## src/rtl/codecIrqUnitPkg.sv

```systemverilog
package codecIrqUnitPkg;
  localparam int FLAG_W = 7;
  localparam int DATA_W = 8;
  localparam int ADDR_W = 2;
  localparam int FORM_W = 2;

  localparam logic [ADDR_W-1:0] ADDR_FORM = 2'd0;
  localparam logic [ADDR_W-1:0] ADDR_MASK = 2'd1;
  localparam logic [ADDR_W-1:0] ADDR_FLAG = 2'd2;

  typedef enum logic [FORM_W-1:0] {
    FORM_LVL_HI = 2'd0,
    FORM_LVL_LO = 2'd1,
    FORM_PLS_HI = 2'd2,
    FORM_PLS_LO = 2'd3
  } irqFormT;

  typedef enum logic [1:0] {
    RD_FORM,
    RD_MASK,
    RD_FLAG,
    RD_NONE
  } rdSelT;

  typedef struct packed {
    logic              wrForm;
    logic              wrMask;
    logic              clrFlags;
    rdSelT             rdSel;
    logic [DATA_W-1:0] data;
  } regStrobeT;
endpackage

```

## src/rtl/codecIrqCtrl.sv

```systemverilog
module codecIrqCtrl
  import codecIrqUnitPkg::*;
#(
  parameter int AW = ADDR_W,
  parameter int DW = DATA_W
) (
  input  logic          clk,
  input  logic          rstN,
  input  logic          regWrEn,
  input  logic [AW-1:0] regAddr,
  input  logic [DW-1:0] regWrData,
  output regStrobeT     strb
);
  always_comb begin
    strb          = '0;
    strb.data     = regWrData;
    strb.wrForm   = regWrEn && (regAddr == ADDR_FORM);
    strb.wrMask   = regWrEn && (regAddr == ADDR_MASK);
    strb.clrFlags = regWrEn && (regAddr == ADDR_FLAG);
    case (regAddr)
      ADDR_FORM: strb.rdSel = RD_FORM;
      ADDR_MASK: strb.rdSel = RD_MASK;
      ADDR_FLAG: strb.rdSel = RD_FLAG;
      default:   strb.rdSel = RD_NONE;
    endcase
  end


  strobe_onehot_chk: assert property (@(posedge clk) disable iff (!rstN)
    $onehot0({strb.wrForm, strb.wrMask, strb.clrFlags}));


  no_strobe_idle_chk: assert property (@(posedge clk) disable iff (!rstN)
    !regWrEn |-> !(strb.wrForm || strb.wrMask || strb.clrFlags));
endmodule

```

## src/rtl/codecIrqDatapath.sv

```systemverilog
module codecIrqDatapath
  import codecIrqUnitPkg::*;
#(
  parameter int FW  = FLAG_W,
  parameter int DW  = DATA_W,
  parameter int FMW = FORM_W
) (
  input  logic          clk,
  input  logic          rstN,
  input  logic [FW-1:0] evtPulse,
  input  regStrobeT     strb,
  output logic [DW-1:0] regRdData,
  output logic          irqOut
);
  localparam int PAD_W = DW - FW;
  localparam int LOW_W = DW - FMW;

  logic [FW-1:0]  flagQ;
  logic [FW-1:0]  maskQ;
  irqFormT        formQ;
  logic           pending;
  logic           pendPrevQ;
  logic           pendRise;

  for (genvar i = 0; i < FW; i++) begin : gFlag
    always_ff @(posedge clk) begin
      if (!rstN)
        flagQ[i] <= 1'b0;
      else if (evtPulse[i])
        flagQ[i] <= 1'b1;
      else if (strb.clrFlags && strb.data[i])
        flagQ[i] <= 1'b0;
    end
  end

  always_ff @(posedge clk) begin
    if (!rstN) begin
      maskQ     <= '1;
      formQ     <= FORM_LVL_HI;
      pendPrevQ <= 1'b0;
    end else begin
      if (strb.wrMask) maskQ <= strb.data[FW-1:0];
      if (strb.wrForm) formQ <= irqFormT'(strb.data[DW-1 -: FMW]);
      pendPrevQ <= pending;
    end
  end

  assign pending  = |(flagQ & ~maskQ);
  assign pendRise = pending && !pendPrevQ;

  always_comb begin
    case (formQ)
      FORM_LVL_HI: irqOut = pending;
      FORM_LVL_LO: irqOut = !pending;
      FORM_PLS_HI: irqOut = pendRise;
      default:     irqOut = !pendRise;
    endcase
  end

  always_comb begin
    case (strb.rdSel)
      RD_FORM: regRdData = {formQ, {LOW_W{1'b0}}};
      RD_MASK: regRdData = {{PAD_W{1'b0}}, maskQ};
      RD_FLAG: regRdData = {pending, {(PAD_W-1){1'b0}}, flagQ};
      default: regRdData = '0;
    endcase
  end


  evt_sets_flag_chk: assert property (@(posedge clk) disable iff (!rstN)
    (|evtPulse) |=> ((flagQ & $past(evtPulse)) == $past(evtPulse)));


  flag_sticky_chk: assert property (@(posedge clk) disable iff (!rstN)
    !strb.clrFlags |=> ((flagQ & $past(flagQ)) == $past(flagQ)));


  flag_clear_chk: assert property (@(posedge clk) disable iff (!rstN)
    strb.clrFlags |=> ((flagQ & $past(strb.data[FW-1:0] & ~evtPulse)) == '0));


  masked_quiet_chk: assert property (@(posedge clk) disable iff (!rstN)
    (formQ == FORM_LVL_HI && ((flagQ & ~maskQ) == '0)) |-> !irqOut);


  pulse_single_chk: assert property (@(posedge clk) disable iff (!rstN)
    (formQ == FORM_PLS_HI && irqOut) |=> !(formQ == FORM_PLS_HI && irqOut));
endmodule

```

## src/rtl/codecIrqUnit.sv

```systemverilog
module codecIrqUnit
  import codecIrqUnitPkg::*;
(
  input  logic              clk,
  input  logic              rstN,
  input  logic [FLAG_W-1:0] evtPulse,
  input  logic              regWrEn,
  input  logic [ADDR_W-1:0] regAddr,
  input  logic [DATA_W-1:0] regWrData,
  output logic [DATA_W-1:0] regRdData,
  output logic              irqOut
);
  regStrobeT strb;

  codecIrqCtrl #(.AW(ADDR_W), .DW(DATA_W)) uCtrl (
    .clk       (clk),
    .rstN      (rstN),
    .regWrEn   (regWrEn),
    .regAddr   (regAddr),
    .regWrData (regWrData),
    .strb      (strb)
  );

  codecIrqDatapath #(.FW(FLAG_W), .DW(DATA_W), .FMW(FORM_W)) uData (
    .clk       (clk),
    .rstN      (rstN),
    .evtPulse  (evtPulse),
    .strb      (strb),
    .regRdData (regRdData),
    .irqOut    (irqOut)
  );
endmodule

```

## config.mk

```make
export PLATFORM = sky130hd
export DESIGN_NAME = codecIrqUnit
export DESIGN_NICKNAME = d
export VERILOG_FILES = /design/src/rtl/codecIrqUnitPkg.sv /design/src/rtl/codecIrqCtrl.sv /design/src/rtl/codecIrqDatapath.sv /design/src/rtl/codecIrqUnit.sv
export SDC_FILE = /design/constraint.sdc
export NUM_CORES = 1
export LEC_CHECK = 0
export BUFFER_PORTS_ARGS = -buffer_cell sky130_fd_sc_hd__buf_4
export CORE_UTILIZATION = 50
export DETAILED_ROUTE_END_ITERATION = 7
export PLACE_DENSITY = 0.79
export SETUP_SLACK_MARGIN = 0.5
export SYNTH_ARGS = -nofsm -noshare
export SYNTH_HDL_FRONTEND = slang
export SYNTH_HIERARCHICAL = 1
export SYNTH_SLANG_ARGS = --single-unit
export TNS_END_PERCENT = 10
```

## constraint.sdc

```tcl
create_clock -name clk -period 2.3 [get_ports clk]
set_input_delay 0.575 -clock clk [delete_from_list [all_inputs] [get_ports clk]]
set_output_delay 0.575 -clock clk [all_outputs]
set_load 0.05 [all_outputs]
```

# ---- Word-level counts from Yosys, hierarchy flattened
# Index checks and enable logic that the tools add are counted.
dict set report totals {
  regBits 17
  output_inout_bits 9
}
dict set report classes {
  bitwise 2
  mux 17
  reduce_logical 25
  eq_ne 6
}
# cell n
set ops {}
lappend ops {{8-bit one-hot mux with 3 select lines} 1}
lappend ops {{1-bit two-way mux} 14}
lappend ops {{2-bit nonzero test} 7}
lappend ops {{1-bit logical AND} 11}
lappend ops {{7-bit AND} 1}
lappend ops {{7-bit inverter} 1}
lappend ops {{7-bit OR reduction} 1}
lappend ops {{2-bit by 1-bit equality test with 1-bit output, second input constant} 3}
lappend ops {{2-bit equality test, second input constant} 3}
lappend ops {{2-bit zero test} 3}
lappend ops {{2-bit one-hot mux with 3 select lines} 1}
lappend ops {{1-bit zero test} 3}
lappend ops {{1-bit one-hot mux with 3 select lines} 1}

# ---- Longest topological paths before layout
# Gate-level depths: netlist (run 1).
dict set report depth {
  word_depth 6
  depth_mapped 5
  depth_no_buf 4
}

# ---- Modules after synthesis
# The synthesis (run 1) kept the hierarchy.
# mod cells_per_inst area_per_inst_um2 instances
set by_module_without_submodules {}
lappend by_module_without_submodules {codecIrqDatapath 86 782.0 1}
lappend by_module_without_submodules {codecIrqCtrl 13 92.6 1}

# ---- Worst setup path before layout (run 1)
# No wires, ideal clock.
dict set report synth_path {
  kind {input to output}
  start {input regAddr[1]}
  end {output regRdData[7]}
  setup_slack_ns -0.265
  path_buffers 1
  cell_stages 3
  arrival_time_ns 1.990
  path_cell_list {clkbuf_1 -> nor2_1 -> a211oi_1}
}
dict set report synth_via {
  elab_chain_cells 4
}
# element line
set synth_lines {}
lappend synth_lines {{start: declaration} codecIrqUnit.sv:8} ;# input logic [ADDR_W-1:0] regAddr,
lappend synth_lines {{2-bit equality test, or another cell as far along} codecIrqCtrl.sv:20} ;# case (regAddr)
lappend synth_lines {{2-bit one-hot mux with 3 select lines (*)} codecIrqCtrl.sv:20}
lappend synth_lines {{2-bit equality test, or another cell as far along} codecIrqDatapath.sv:61} ;# case (strb.rdSel)
lappend synth_lines {{8-bit one-hot mux with 3 select lines (*)} codecIrqDatapath.sv:61}
lappend synth_lines {{end: declaration} codecIrqUnit.sv:10} ;# output logic [DATA_W-1:0] regRdData,
# Every way passes the cells marked *; elsewhere a longest branch is shown, timed or not.

# ---- Final worst setup path (run 1)
dict set report layout_path {
  start {register uData.maskQ[6]}
  end {output irqOut}
}
dict set report layout_via {
  elab_chain_cells 6
}
# element line
set layout_lines {}
lappend layout_lines {{start: declaration} codecIrqDatapath.sv:19} ;# logic [FW-1:0] maskQ;
lappend layout_lines {{start signal: assignment} codecIrqDatapath.sv:42} ;# if (strb.wrMask) maskQ <= strb.data[FW-1:0];
lappend layout_lines {{7-bit inverter (*)} codecIrqDatapath.sv:48} ;# assign pending = |(flagQ & ~maskQ);
lappend layout_lines {{7-bit AND (*)} codecIrqDatapath.sv:48}
lappend layout_lines {{7-bit OR reduction (*)} codecIrqDatapath.sv:48}
lappend layout_lines {{1-bit logical AND} codecIrqDatapath.sv:49} ;# assign pendRise = pending && !pendPrevQ;
lappend layout_lines {{1-bit zero test} codecIrqDatapath.sv:56} ;# default: irqOut = !pendRise;
lappend layout_lines {{1-bit one-hot mux with 3 select lines (*)} codecIrqDatapath.sv:52} ;# case (formQ)
lappend layout_lines {{end: declaration} codecIrqUnit.sv:11} ;# output logic irqOut
# Marked as above.

==> metrics.log, run 1 <==
[metrics] number of port buffers: 28
[metrics] Reg clk slew, reported paths: 0.09 ns
[metrics] detailed-route via count: 761
[metrics] Final Total Pwr: 0.6618 mW
[metrics] number of violations reported at the end of detailed-routing iteration 0: 10
[metrics] routability-driven placement congestion ratio: 0.7451
[metrics] Layout Area Growth over Synthesis: 36.19%
[metrics] final-report hold violation count: 0
[metrics] CP Class: flip-flop to primary output
[metrics] Peak supply drop: roughly 0.39 mV
[metrics] CTS tree: yes
[metrics] H-tree levels: 1
[metrics] area share of the leading cell type in the synthesized netlist: 0.3891
[metrics] synth cell count leaders: sky130_fd_sc_hd__dfxtp_1 (17), sky130_fd_sc_hd__nand2_1 (16), sky130_fd_sc_hd__nor2b_1 (13), sky130_fd_sc_hd__mux2i_1 (10), sky130_fd_sc_hd__buf_4 (8)
[metrics] status: complete, but fails checks
[metrics] startpoint type of the worst setup path: flip-flop
[metrics] final count of negative-setup-slack endpoints: 0
[metrics] detailed placement HPWL: 1301 um
[metrics] vias per inst: around 5.5
[metrics] largest net degree at the start of global routing: 18
[metrics] DP Area: 1071 um2
[metrics] final-stage net count: approximately 140
[metrics] count of cell types in the netlist: 21
[metrics] fraction of registers with async set/reset: 0
[metrics] remaining global-route overflow: 0
[metrics] Final Skew: around 0.0030 ns
[metrics] Sinks on Clock Net: 17
[metrics] failing checks: design-rule violations
[metrics] core region area: 1577 um2
[metrics] synthesis-stage register bit count: 17
[metrics] leakage dissipation: 0.5235 nW
[metrics] wire per inst: between 10 and 15 um
[metrics] top-level I/O count: 29
[metrics] pre-CTS setup slack: 0.2845 ns
[metrics] maximum buffer depth of the clock tree: 2
[metrics] post-layout minimum cycle time: between 2 and 2.5 ns
[metrics] Synth Cell Area: a little under 900 um2
[metrics] power density over the cells: 555.6 nW/um2
[metrics] synthesized area per cell: around 9 um2
[metrics] cell area after layout: between 1000 and 1500 um2
[metrics] number of flops mapped to enable cells by yosys: 0
[metrics] type of destination of the critical path: primary output
[metrics] leading register cell type out of synthesis: sky130_fd_sc_hd__dfxtp_1
[metrics] die boundary width: about 44 um
[metrics] clock tree root buffer cell: sky130_fd_sc_hd__clkbuf_4
[metrics] Net Count, Synth: between 100 and 150
[metrics] number of iterations in the first detailed-routing pass: 6
[metrics] end-of-flow core utilization: 0.7556
[metrics] cts bufs inserted: 3
[metrics] max-slew headroom at the worst pin: 0.6460
[metrics] number of antenna violations at the first check in global routing: 0
[metrics] CP max FO: 2
[metrics] Clk Latency, worst-skew pair: 0.28 ns
[metrics] period utilization: 0.8832
[metrics] number of violations of the max-capacitance limit: 0
[metrics] wire length of the first global-routing pass: 3098 um
[metrics] Final Slew Violations: 0
[metrics] worst hold start: uData/maskQ[2]$_SDFFE_PN1P_
[metrics] global routing usage summed across all routing layers: 0.2284
[metrics] die outline area: 1921 um2
[metrics] HP Class: flip-flop to flip-flop
[metrics] RSZ-0062 raised after global routing: yes
[metrics] initial core utilization: 0.5548
[metrics] total wirelength of the detailed-routed design: around 1900 um
[metrics] crit path DAT: 1.46 ns
[metrics] cells after synthesis: a little under 100
[metrics] n_diodes: 0
[metrics] Routed Antenna Nets: 0
[metrics] top-count cell post-synth: sky130_fd_sc_hd__dfxtp_1
[metrics] Area contributors post-synth: sky130_fd_sc_hd__dfxtp_1 (39%), sky130_fd_sc_hd__mux2i_1 (11%), sky130_fd_sc_hd__nor2b_1 (9.3%)
[metrics] CP max-delay cell: sky130_fd_sc_hd__dfxtp_2
[metrics] vias in the first global route: a little over 700
[metrics] slew at the pin closest to its max-slew limit: 0.5298 ns
[metrics] detailed-route DRC error count: 2
[metrics] post-synthesis sequential area ratio: 0.3891
[metrics] number of standard-cell rows in the floorplan: 14
[metrics] largest area contributor in the synthesized netlist: sky130_fd_sc_hd__dfxtp_1
[metrics] maximum cell stage delay along the critical path: about 0.34 ns
[metrics] fraction of final layout cells sized beyond drive strength 1: 0.4715
[metrics] Peak Freq: 492.3 MHz
[metrics] source of the critical timing path: uData/maskQ[6]$_SDFFE_PN1P_
[metrics] least setup slack across all paths after layout: 0.2687 ns
[metrics] critical path data required time: around 1.7 ns
[metrics] source of the worst register-to-register timing path: uData/maskQ[6]$_SDFFE_PN1P_
[metrics] list of cells traversed by the critical path: nand2b_4, o2111ai_4, o31ai_4, xnor2_2, buf_6
[metrics] height of the die: 43.83 um
[metrics] Sum Neg Setup Slack: 0 ns
[metrics] Synthesis Warnings: 6
flip-flops by register name, indices dropped and copies added, names as in the netlist:
| signal | count |
|---|---|
| uData/flagQ | 7 |
| uData/formQ | 2 |
| uData/maskQ | 7 |
| uData/pendPrevQ | 1 |
layer usage:
layer	up-vias	wire length (um)	track usage
met1	360	834	0.2953
met3	2	113	0.05000
li1	375	-	-
met2	24	907	0.3582
met5	-	0	0
met4	0	25	0.1125
layout make-up:
type	instances	area, um2
multi-input combinational	66	531.8
fill	120	385.4
sequential	17	346.6
timing repair buffer	33	255.2
clock buffer	4	26.28
tap	16	20.02
inverter	3	11.26
cell usage in the layout (no fill, tap or decap), drive strengths merged:
| master | count |
|---|---|
| inv | 3 |
| a22o | 6 |
| o21ai | 1 |
| o31ai | 1 |
| and3b | 2 |
| nand2 | 16 |
| nand2b | 3 |
| nor2 | 1 |
| nor3 | 1 |
| nor2b | 13 |
| o2111ai | 1 |
| a211oi | 1 |
| o22ai | 1 |
| a21oi | 7 |
| buf | 33 |
| clkbuf | 4 |
| mux2i | 10 |
| nor3b | 1 |
| dfxtp | 17 |
| xnor2 | 1 |
per-stage QoR:
stage	hold WS [ns]	instances
after detailed placement	0.4864	132
after global placement	0.4739	132
after global routing	0.5157	139
after CTS	0.4922	137
final	0.4963	139
after floorplan	0.4551	99
what timing repair did:
action / CTS / global route
endpoints found under the setup margin: 9 / 9
hold buffers: 0 / 0
buffers inserted: 1 / 2
pin swaps: 4 / 3
resized for setup: 13 / 2
worst max-delay path, delay by kind of cell, from the launching register on:
| family | cells | cell delay, ns |
|---|---|---|
| AO/OA/AOI/OAI | 2 | 0.39 |
| flip-flops | 1 | 0.34 |
| buffers and inverters | 1 | 0.18 |
| XOR/XNOR | 1 | 0.15 |
| AND/OR/NAND/NOR | 1 | 0.13 |
power by group:
| group | internal, mW | switching, mW |
|---|---|---|
| Sequential | 0.311 | 0.0142 |
| Clock | 0.0672 | 0.0873 |
| Combinational | 0.0825 | 0.100 |
| Total | 0.460 | 0.202 |
cells by family after synthesis:
logic type                synth area share
AOI/OAI and AO/OA                   0.1602
xor gates and xnor gates           0.01002
buffers and inverters               0.1044
DFF                                 0.3891
muxes                               0.1145
and+or+nand+nor                     0.2217
final timing paths:
| path | endpoint | slack [ns] | cells after the start |
|---|---|---|---|
| setup / recovery | irqOut | 0.27 | 5 |
| hold reg to reg | uData/maskQ[2]$_SDFFE_PN1P_ | 0.50 | 2 |
| hold / removal | uData/maskQ[2]$_SDFFE_PN1P_ | 0.50 | 2 |
| setup reg to reg | uData/pendPrevQ$_SDFF_PN0_ | 1.23 | 4 |
Power figures use the tool's default switching activity.
==> inputs of run 2 (changes only) <==
--- a/config.mk
+++ b/config.mk
@@ -6,6 +6,7 @@
 export NUM_CORES = 1
 export LEC_CHECK = 0
 export BUFFER_PORTS_ARGS = -buffer_cell sky130_fd_sc_hd__buf_4
+export CORE_ASPECT_RATIO = 0.8
 export CORE_UTILIZATION = 50
 export DETAILED_ROUTE_END_ITERATION = 7
 export PLACE_DENSITY = 0.79
==> metrics.log, run 2 (same netlist as run 1, synthesis figures left out) <==
[metrics] crit path DAT: 1.54 ns (+0.08 ns)
[metrics] net switching power of the design: 0.2235 mW (+11%)
[metrics] maximum cell stage delay along the critical path: 0.35 ns (about the same)
[metrics] Layout Area Growth over Synthesis: 36.62%
[metrics] HP Class: input port to flip-flop
[metrics] n_diodes: 0 (unchanged)
[metrics] Peak Freq: 473.0 MHz (-3.9%)
[metrics] number of standard-cell rows in the floorplan: 13 (-1)
[metrics] CP Class: flip-flop to primary output
[metrics] critical path data required time: 1.73 ns (about the same)
[metrics] Reg clk slew, reported paths: 0.12 ns (+0.03 ns)
[metrics] CP max FO: 2 (unchanged)
[metrics] pre-CTS setup slack: 0.2801 ns (-0.004349 ns)
[metrics] Hold WS: 0.4888 ns (-0.007578 ns)
[metrics] clock tree root buffer cell: sky130_fd_sc_hd__clkbuf_4
[metrics] total wirelength of the detailed-routed design: 2062 um (+9.7%)
[metrics] detailed-route via count: 769 (+1.1%)
[metrics] power density over the cells: 570.9 nW/um2 (+2.7%)
[metrics] maximum buffer depth of the clock tree: 2 (unchanged)
[metrics] startpoint type of the worst setup path: flip-flop
[metrics] die outline area: 1921 um2 (about the same)
[metrics] post-layout minimum cycle time: 2.114 ns (+0.08303 ns)
[metrics] CTS tree: yes
[metrics] initial core utilization: 0.5377 (-0.01707)
[metrics] type of destination of the critical path: primary output
[metrics] number of iterations in the first detailed-routing pass: 4 (-2)
[metrics] Peak supply drop: 0.4356 mV (+11%)
[metrics] period utilization: 0.9193 (+0.03610)
[metrics] Routed Antenna Nets: 0 (unchanged)
[metrics] vias per inst: 5.340 (-2.5%)
[metrics] largest delay contributor family on the critical path: compound AO/OA/AOI/OAI gates
[metrics] vias in the first global route: 728 (+2.0%)
[metrics] final-report hold violation count: 0 (unchanged)
[metrics] global routing usage summed across all routing layers: 0.2421 (+0.01373)
[metrics] list of cells traversed by the critical path: nand2b_4, o2111ai_4, o31ai_4, xnor2_2, buf_6
[metrics] wire per inst: 14.32 um (+5.9%)
[metrics] die boundary width: 48.76 um (+11%)
[metrics] wire length of the first global-routing pass: 3263 um (+5.3%)
[metrics] slew at the pin closest to its max-slew limit: 0.4546 ns (-0.07520 ns)
[metrics] detailed-route DRC error count: 0 (-2)
[metrics] Final Slew Violations: 0 (unchanged)
[metrics] Sinks on Clock Net: 17 (unchanged)
[metrics] Final Skew: 0.008135 ns (+0.005146 ns)
[metrics] routability-driven placement congestion ratio: 0.7153 (-4.0%)
[metrics] largest net degree at the start of global routing: 18 (unchanged)
[metrics] leading cell types in the layout, fill and taps excluded: sky130_fd_sc_hd__buf_4 (30), sky130_fd_sc_hd__nand2_1 (16), sky130_fd_sc_hd__nor2b_1 (12), sky130_fd_sc_hd__dfxtp_1 (12), sky130_fd_sc_hd__mux2i_1 (10)
[metrics] cts bufs inserted: 3 (unchanged)
[metrics] final-stage net count: 143 (-0.69%)
[metrics] Clk network pwr share: 0.254 (+0.021)
[metrics] multi-input logic area: 531.8 um2 (unchanged)
[metrics] final count of negative-setup-slack endpoints: 0 (unchanged)
[metrics] cell area after layout: 1195 um2 (+0.32%)
[metrics] Clk Latency, worst-skew pair: 0.30 ns (+0.02 ns)
[metrics] height of the die: 39.41 um (-10%)
[metrics] fraction of power consumed by sequential logic: 0.477 (-0.014)
[metrics] H-tree levels: 1 (unchanged)
[metrics] part of the total power dissipated in combinational logic: 0.269 (-0.007)
[metrics] RSZ-0062 raised after global routing: yes
[metrics] P_int: 0.4587 mW (-0.35%)
[metrics] remaining global-route overflow: 0 (unchanged)
[metrics] least setup slack across all paths after layout: 0.1857 ns (-0.08303 ns)
[metrics] filler cell count in the final layout: 130 (+8.3%)
[metrics] number of buffers added to fix hold violations after cts: 0 (unchanged)
[metrics] CP max-delay cell: sky130_fd_sc_hd__dfxtp_2
[metrics] Sum Neg Setup Slack: 0 ns (unchanged)
[metrics] top-level I/O count: 29 (unchanged)
[metrics] leakage dissipation: 0.5181 nW (-1.0%)
[metrics] status: finished, final reports clean
[metrics] core region area: 1627 um2 (+3.2%)
[metrics] switching part of the total power: 0.3276 (+0.02308)
[metrics] fraction of final layout cells sized beyond drive strength 1: 0.4754 (+0.003865)
[metrics] number of port buffers: 28 (unchanged)
[metrics] DP Area: 1079 um2 (+0.70%)
[metrics] number of violations of the max-capacitance limit: 0 (unchanged)
[metrics] most common cell after layout, fill and taps aside: sky130_fd_sc_hd__buf_4
[metrics] Largest regs: uData/flagQ x7, uData/maskQ x7, uData/formQ x2
[metrics] number of antenna violations at the first check in global routing: 0 (unchanged)
[metrics] area of all sequential standard cells: 346.6 um2 (unchanged)
[metrics] number of violations reported at the end of detailed-routing iteration 0: 15 (+5)
[metrics] total buffers and inverters traversed by the critical path: 1 (unchanged)
[metrics] max-slew headroom at the worst pin: 0.6969 (+0.05090)
-- run 2: worst paths after layout --
check	from	end	slack, ns	depth (start not counted)
min	regWrData[5]	uData/maskQ[5]$_SDFFE_PN1P_	0.49	3
max	uData/maskQ[6]$_SDFFE_PN1P_	irqOut	0.19	5
max reg2reg	uData/maskQ[6]$_SDFFE_PN1P_	uData/pendPrevQ$_SDFF_PN0_	1.23	4
min reg2reg	uData/maskQ[2]$_SDFFE_PN1P_	uData/maskQ[2]$_SDFFE_PN1P_	0.51	2
-- run 2: layout make-up --
class                   count  share of cell area
multi-input cells          66              0.4450
flip-flops and latches     17              0.2901
repair buffers             32              0.2073
well taps                  22             0.02304
clock buffers               3             0.01885
inverters                   3            0.009424
clock inverters             1            0.006283
-- run 2: timing repair --
item                                   CTS  global route
endpoints found under the hold margin    0             0
setup buffers                            2             0
resized for setup                       15             0
pin swaps                                3             3
setup endpoints to repair                9             9
-- run 2: per-stage QoR --
stage / cells / util / power (mW)
2_1_floorplan: 99 / - / 0.4472
3_3_place_gp: 138 / 0.6631 / 0.4946
3_5_place_dp: 138 / 0.6631 / 0.4977
4_1_cts: 144 / 0.7346 / 0.6801
5_1_grt: 144 / 0.7346 / 0.7102
6_report: 144 / 0.7346 / 0.6822
-- run 2: tightest hold or removal path: stages --
cell,delay [ns]
sky130_fd_sc_hd__buf_4,0.08
sky130_fd_sc_hd__mux2i_1,0.06
sky130_fd_sc_hd__nand2_1,0.06
-- run 2: routing by layer --
layer | vias to the layer above | track usage | part of all wire
met5 | - | 0 | 0
met4 | 0 | 0.08824 | 0.016
met3 | 4 | 0.07364 | 0.059
met2 | 32 | 0.4271 | 0.48
met1 | 361 | 0.2850 | 0.44
li1 | 372 | - | -
-- run 2: power groups by stage --
| stage | Clock [mW] | Combinational, mW | Sequential [mW] |
|---|---|---|---|
| CTS | 0.173 | 0.182 | 0.325 |
| global route | 0.188 | 0.195 | 0.327 |
| finish | 0.173 | 0.183 | 0.326 |
| detailed placement | 0 | 0.169 | 0.328 |
| floorplan | 0 | 0.122 | 0.325 |
| global placement | 0 | 0.167 | 0.327 |
==> inputs of run 3 (changes only) <==
--- a/config.mk
+++ b/config.mk
@@ -7,9 +7,10 @@
 export LEC_CHECK = 0
 export BUFFER_PORTS_ARGS = -buffer_cell sky130_fd_sc_hd__buf_4
 export CORE_ASPECT_RATIO = 0.8
-export CORE_UTILIZATION = 50
+export CORE_MARGIN = 2
+export CORE_UTILIZATION = 48
 export DETAILED_ROUTE_END_ITERATION = 7
-export PLACE_DENSITY = 0.79
+export PLACE_DENSITY = 0.76
 export SETUP_SLACK_MARGIN = 0.5
 export SYNTH_ARGS = -nofsm -noshare
 export SYNTH_HDL_FRONTEND = slang
==> constraint.sdc (replaced) <==
create_clock -name clk -period 1.95 [get_ports clk]
set_input_delay 0.4875 -clock clk [delete_from_list [all_inputs] [get_ports clk]]
set_output_delay 0.4875 -clock clk [all_outputs]
set_load 0.05 [all_outputs]
==> metrics.log, run 3 (same netlist as run 1, synthesis figures left out) <==
[metrics] fraction of final layout cells sized beyond drive strength 1: 0.5366 (+0.06118)
[metrics] number of iterations in the first detailed-routing pass: 4 (unchanged)
[metrics] Layout Area Growth over Synthesis: 54.65%
[metrics] Peak Freq: ~500 MHz
[metrics] fraction of power consumed by sequential logic: 0.459 (-0.018)
[metrics] number of port buffers: 28 (unchanged)
[metrics] period utilization: 1.013
[metrics] Final Skew: 0.004600 ns (-0.003535 ns)
[metrics] most common cell after layout, fill and taps aside: sky130_fd_sc_hd__buf_4
[metrics] final instance count without filler cells: 145 (+0.69%)
[metrics] wire length of the first global-routing pass: 3933 um (+21%)
[metrics] type of destination of the critical path: primary output
[metrics] global routing usage summed across all routing layers: 0.2426 (+0.0004983)
[metrics] initial core utilization: 0.5220 (-0.01566)
[metrics] number of violations reported at the end of detailed-routing iteration 0: 3 (-12)
[metrics] Peak supply drop: 0.6269 mV (+44%)
[metrics] die boundary width: 51.73 um (+6.1%)
[metrics] number of standard-cell rows in the floorplan: 13 (unchanged)
[metrics] cell area after layout: 1353 um2 (+13%)
[metrics] n_diodes: 0 (unchanged)
[metrics] Sinks on Clock Net: 17 (unchanged)
[metrics] CP Class: flip-flop to primary output
[metrics] switching part of the total power: 0.3206 (-0.006997)
[metrics] routability-driven placement congestion ratio: 0.7089 (-0.89%)
[metrics] number of antenna violations at the first check in global routing: 0 (unchanged)
[metrics] remaining global-route overflow: 0 (unchanged)
[metrics] failing checks: negative setup slack
[metrics] H-tree levels: 1 (unchanged)
[metrics] max-slew headroom at the worst pin: 0.6955 (-0.001429)
[metrics] startpoint type of the worst setup path: flip-flop
[metrics] Routed Antenna Nets: 0 (unchanged)
[metrics] least setup slack across all paths after layout: -0.02485 ns (-0.2106 ns)
[metrics] net switching power of the design: 0.2696 mW (+21%)
[metrics] clock tree root buffer cell: sky130_fd_sc_hd__clkbuf_4
[metrics] path depth of the worst reg2reg path: 4 (unchanged)
[metrics] leading cell types in the layout, fill and taps excluded: sky130_fd_sc_hd__buf_4 (21), sky130_fd_sc_hd__nand2_1 (16), sky130_fd_sc_hd__nor2b_1 (10)
[metrics] detailed-route DRC error count: 0 (unchanged)
[metrics] detailed-route via count: 780 (+1.4%)
[metrics] part of the total power dissipated in combinational logic: 0.310 (+0.041)
[metrics] pre-CTS setup slack: 0.1455 ns (-0.1346 ns)
[metrics] Reg clk slew, reported paths: 0.11 ns (about the same)
[metrics] end-of-flow core utilization: 0.8073 (+0.07270)
[metrics] filler cell count in the final layout: 108 (-17%)
[metrics] Largest regs: uData/flagQ x7, uData/maskQ x7, uData/formQ x2
[metrics] core region area: 1675 um2 (+3.0%)
[metrics] number of violations of the max-capacitance limit: 0 (unchanged)
[metrics] Final Slew Violations: 0 (unchanged)
[metrics] top-level I/O count: 29 (unchanged)
[metrics] Clk network pwr share: 0.231 (-0.023)
[metrics] CP max FO: 3 (+1)
[metrics] source of the critical timing path: uData/flagQ[1]$_SDFFE_PN0P_
[metrics] detailed placement HPWL: 1474 um
[metrics] slew at the pin closest to its max-slew limit: 0.4568 ns (+0.002144 ns)
[metrics] height of the die: 42.18 um (+7.0%)
[metrics] die outline area: 2182 um2 (+14%)
[metrics] number of placed instances, taps included: 138 (unchanged)
[metrics] CTS tree: yes
[metrics] P_int: 0.5713 mW (+25%)
[metrics] post-layout minimum cycle time: between 1.5 and 2 ns
[metrics] final count of negative-setup-slack endpoints: 2 (+2)
[metrics] critical path data required time: 1.46 ns (-0.27 ns)
[metrics] total wirelength of the detailed-routed design: 2288 um (+11%)
[metrics] number of buffers added to fix hold violations after cts: 0 (unchanged)
[metrics] HP Class: input port to flip-flop
[metrics] DP Area: 1145 um2 (+6.1%)
[metrics] leakage dissipation: 0.5809 nW (+12%)
[metrics] capturing point of the worst reg2reg path: uData/pendPrevQ$_SDFF_PN0_
[metrics] slack of the worst reg-to-reg path: 0.83 ns (-0.40 ns)
[metrics] largest net degree at the start of global routing: 18 (unchanged)
[metrics] Clk Latency, worst-skew pair: 0.30 ns (about the same)
[metrics] vias in the first global route: 849 (+17%)
[metrics] power density over the cells: 621.7 nW/um2 (+8.9%)
[metrics] status: complete, but fails checks
[metrics] final-stage net count: 144 (+0.70%)
[metrics] wire per inst: 15.78 um (+10%)
[metrics] source of the worst register-to-register timing path: uData/maskQ[6]$_SDFFE_PN1P_
[metrics] vias per inst: 5.379 (+0.73%)
[metrics] cts bufs inserted: 3 (unchanged)
[metrics] maximum buffer depth of the clock tree: 2 (unchanged)
[metrics] RSZ-0062 raised after global routing: yes
[metrics] CP endpoint: regRdData[7]
[metrics] Sum Neg Setup Slack: -0.04137 ns (-0.04137 ns)
[metrics] crit path DAT: 1.49 ns (-0.05 ns)
[metrics] final-report hold violation count: 0 (unchanged)
[run 3: changes by cell type in the layout (fill, tap and decap cells not counted), sizes merged]
cell | previous run | this run
clkinv | 0 | 1
clkinvlp | 1 | 0
buf | 32 | 33
[run 3: stage by stage]
| step | hold slack (ns) | power (mW) |
|---|---|---|
| floorplan | 0.4551 | 0.5514 |
| global placement | 0.4727 | 0.6015 |
| detailed placement | 0.4873 | 0.6068 |
| CTS | 0.3960 | 0.8443 |
| global route | 0.4025 | 0.8876 |
| finish | 0.4097 | 0.8409 |
[run 3: cell type report]
class | count | area [um2] | area share
Multi-Input combinational cell | 66 | 603.1 | 0.4459
Sequential cell | 17 | 355.3 | 0.2627
Timing Repair Buffer | 33 | 327.8 | 0.2424
Tap cell | 22 | 27.53 | 0.02035
Clock buffer | 3 | 22.52 | 0.01665
Inverter | 3 | 11.26 | 0.008326
Clock inverter | 1 | 5.005 | 0.003700
[run 3: worst min-delay path by stage]
stage | start | endpoint | slack, ns | cells after the start
final | regWrData[4] | uData/maskQ[4]$_SDFFE_PN1P_ | 0.41 | 3
after floorplan | uData/maskQ[6]$_SDFFE_PN1P_ | uData/maskQ[6]$_SDFFE_PN1P_ | 0.46 | 2
after CTS | regWrData[4] | uData/maskQ[4]$_SDFFE_PN1P_ | 0.40 | 3
after global routing | regWrData[4] | uData/maskQ[4]$_SDFFE_PN1P_ | 0.40 | 3
after detailed placement | uData/maskQ[6]$_SDFFE_PN1P_ | uData/maskQ[6]$_SDFFE_PN1P_ | 0.49 | 2
after global placement | uData/maskQ[6]$_SDFFE_PN1P_ | uData/maskQ[6]$_SDFFE_PN1P_ | 0.47 | 2
[run 3: routing by layer]
metal / global-route usage / part of all wire
met4: 0.04211 / 0.0092
met1: 0.2961 / 0.41
met5: 0 / 0
met2: 0.4179 / 0.53
met3: 0.07857 / 0.049
[run 3: worst max-delay path, stage by stage, from the launching register on]
cell and delay, ns:
sky130_fd_sc_hd__dfxtp_4 0.38, sky130_fd_sc_hd__inv_2 0.04, sky130_fd_sc_hd__o2111ai_4 0.23, sky130_fd_sc_hd__nor3_2 0.11
sky130_fd_sc_hd__a211oi_4 0.25, sky130_fd_sc_hd__buf_6 0.18
[run 3: timing repair]
| item | 4_1_cts | 5_1_grt |
|---|---|---|
| gates resized for setup | 35 | 5 |
| setup buffers | 3 | 0 |
| setup endpoints to repair | 9 | 9 |
| pin swaps | 7 | 7 |
[run 3: power groups by stage]
stage	Sequential [mW]	Combinational, mW	Clock, mW
6_report	0.386	0.261	0.194
2_1_floorplan	0.386	0.165	0
5_1_grt	0.388	0.275	0.224
4_1_cts	0.385	0.255	0.204
3_3_place_gp	0.389	0.212	0
3_5_place_dp	0.390	0.217	0
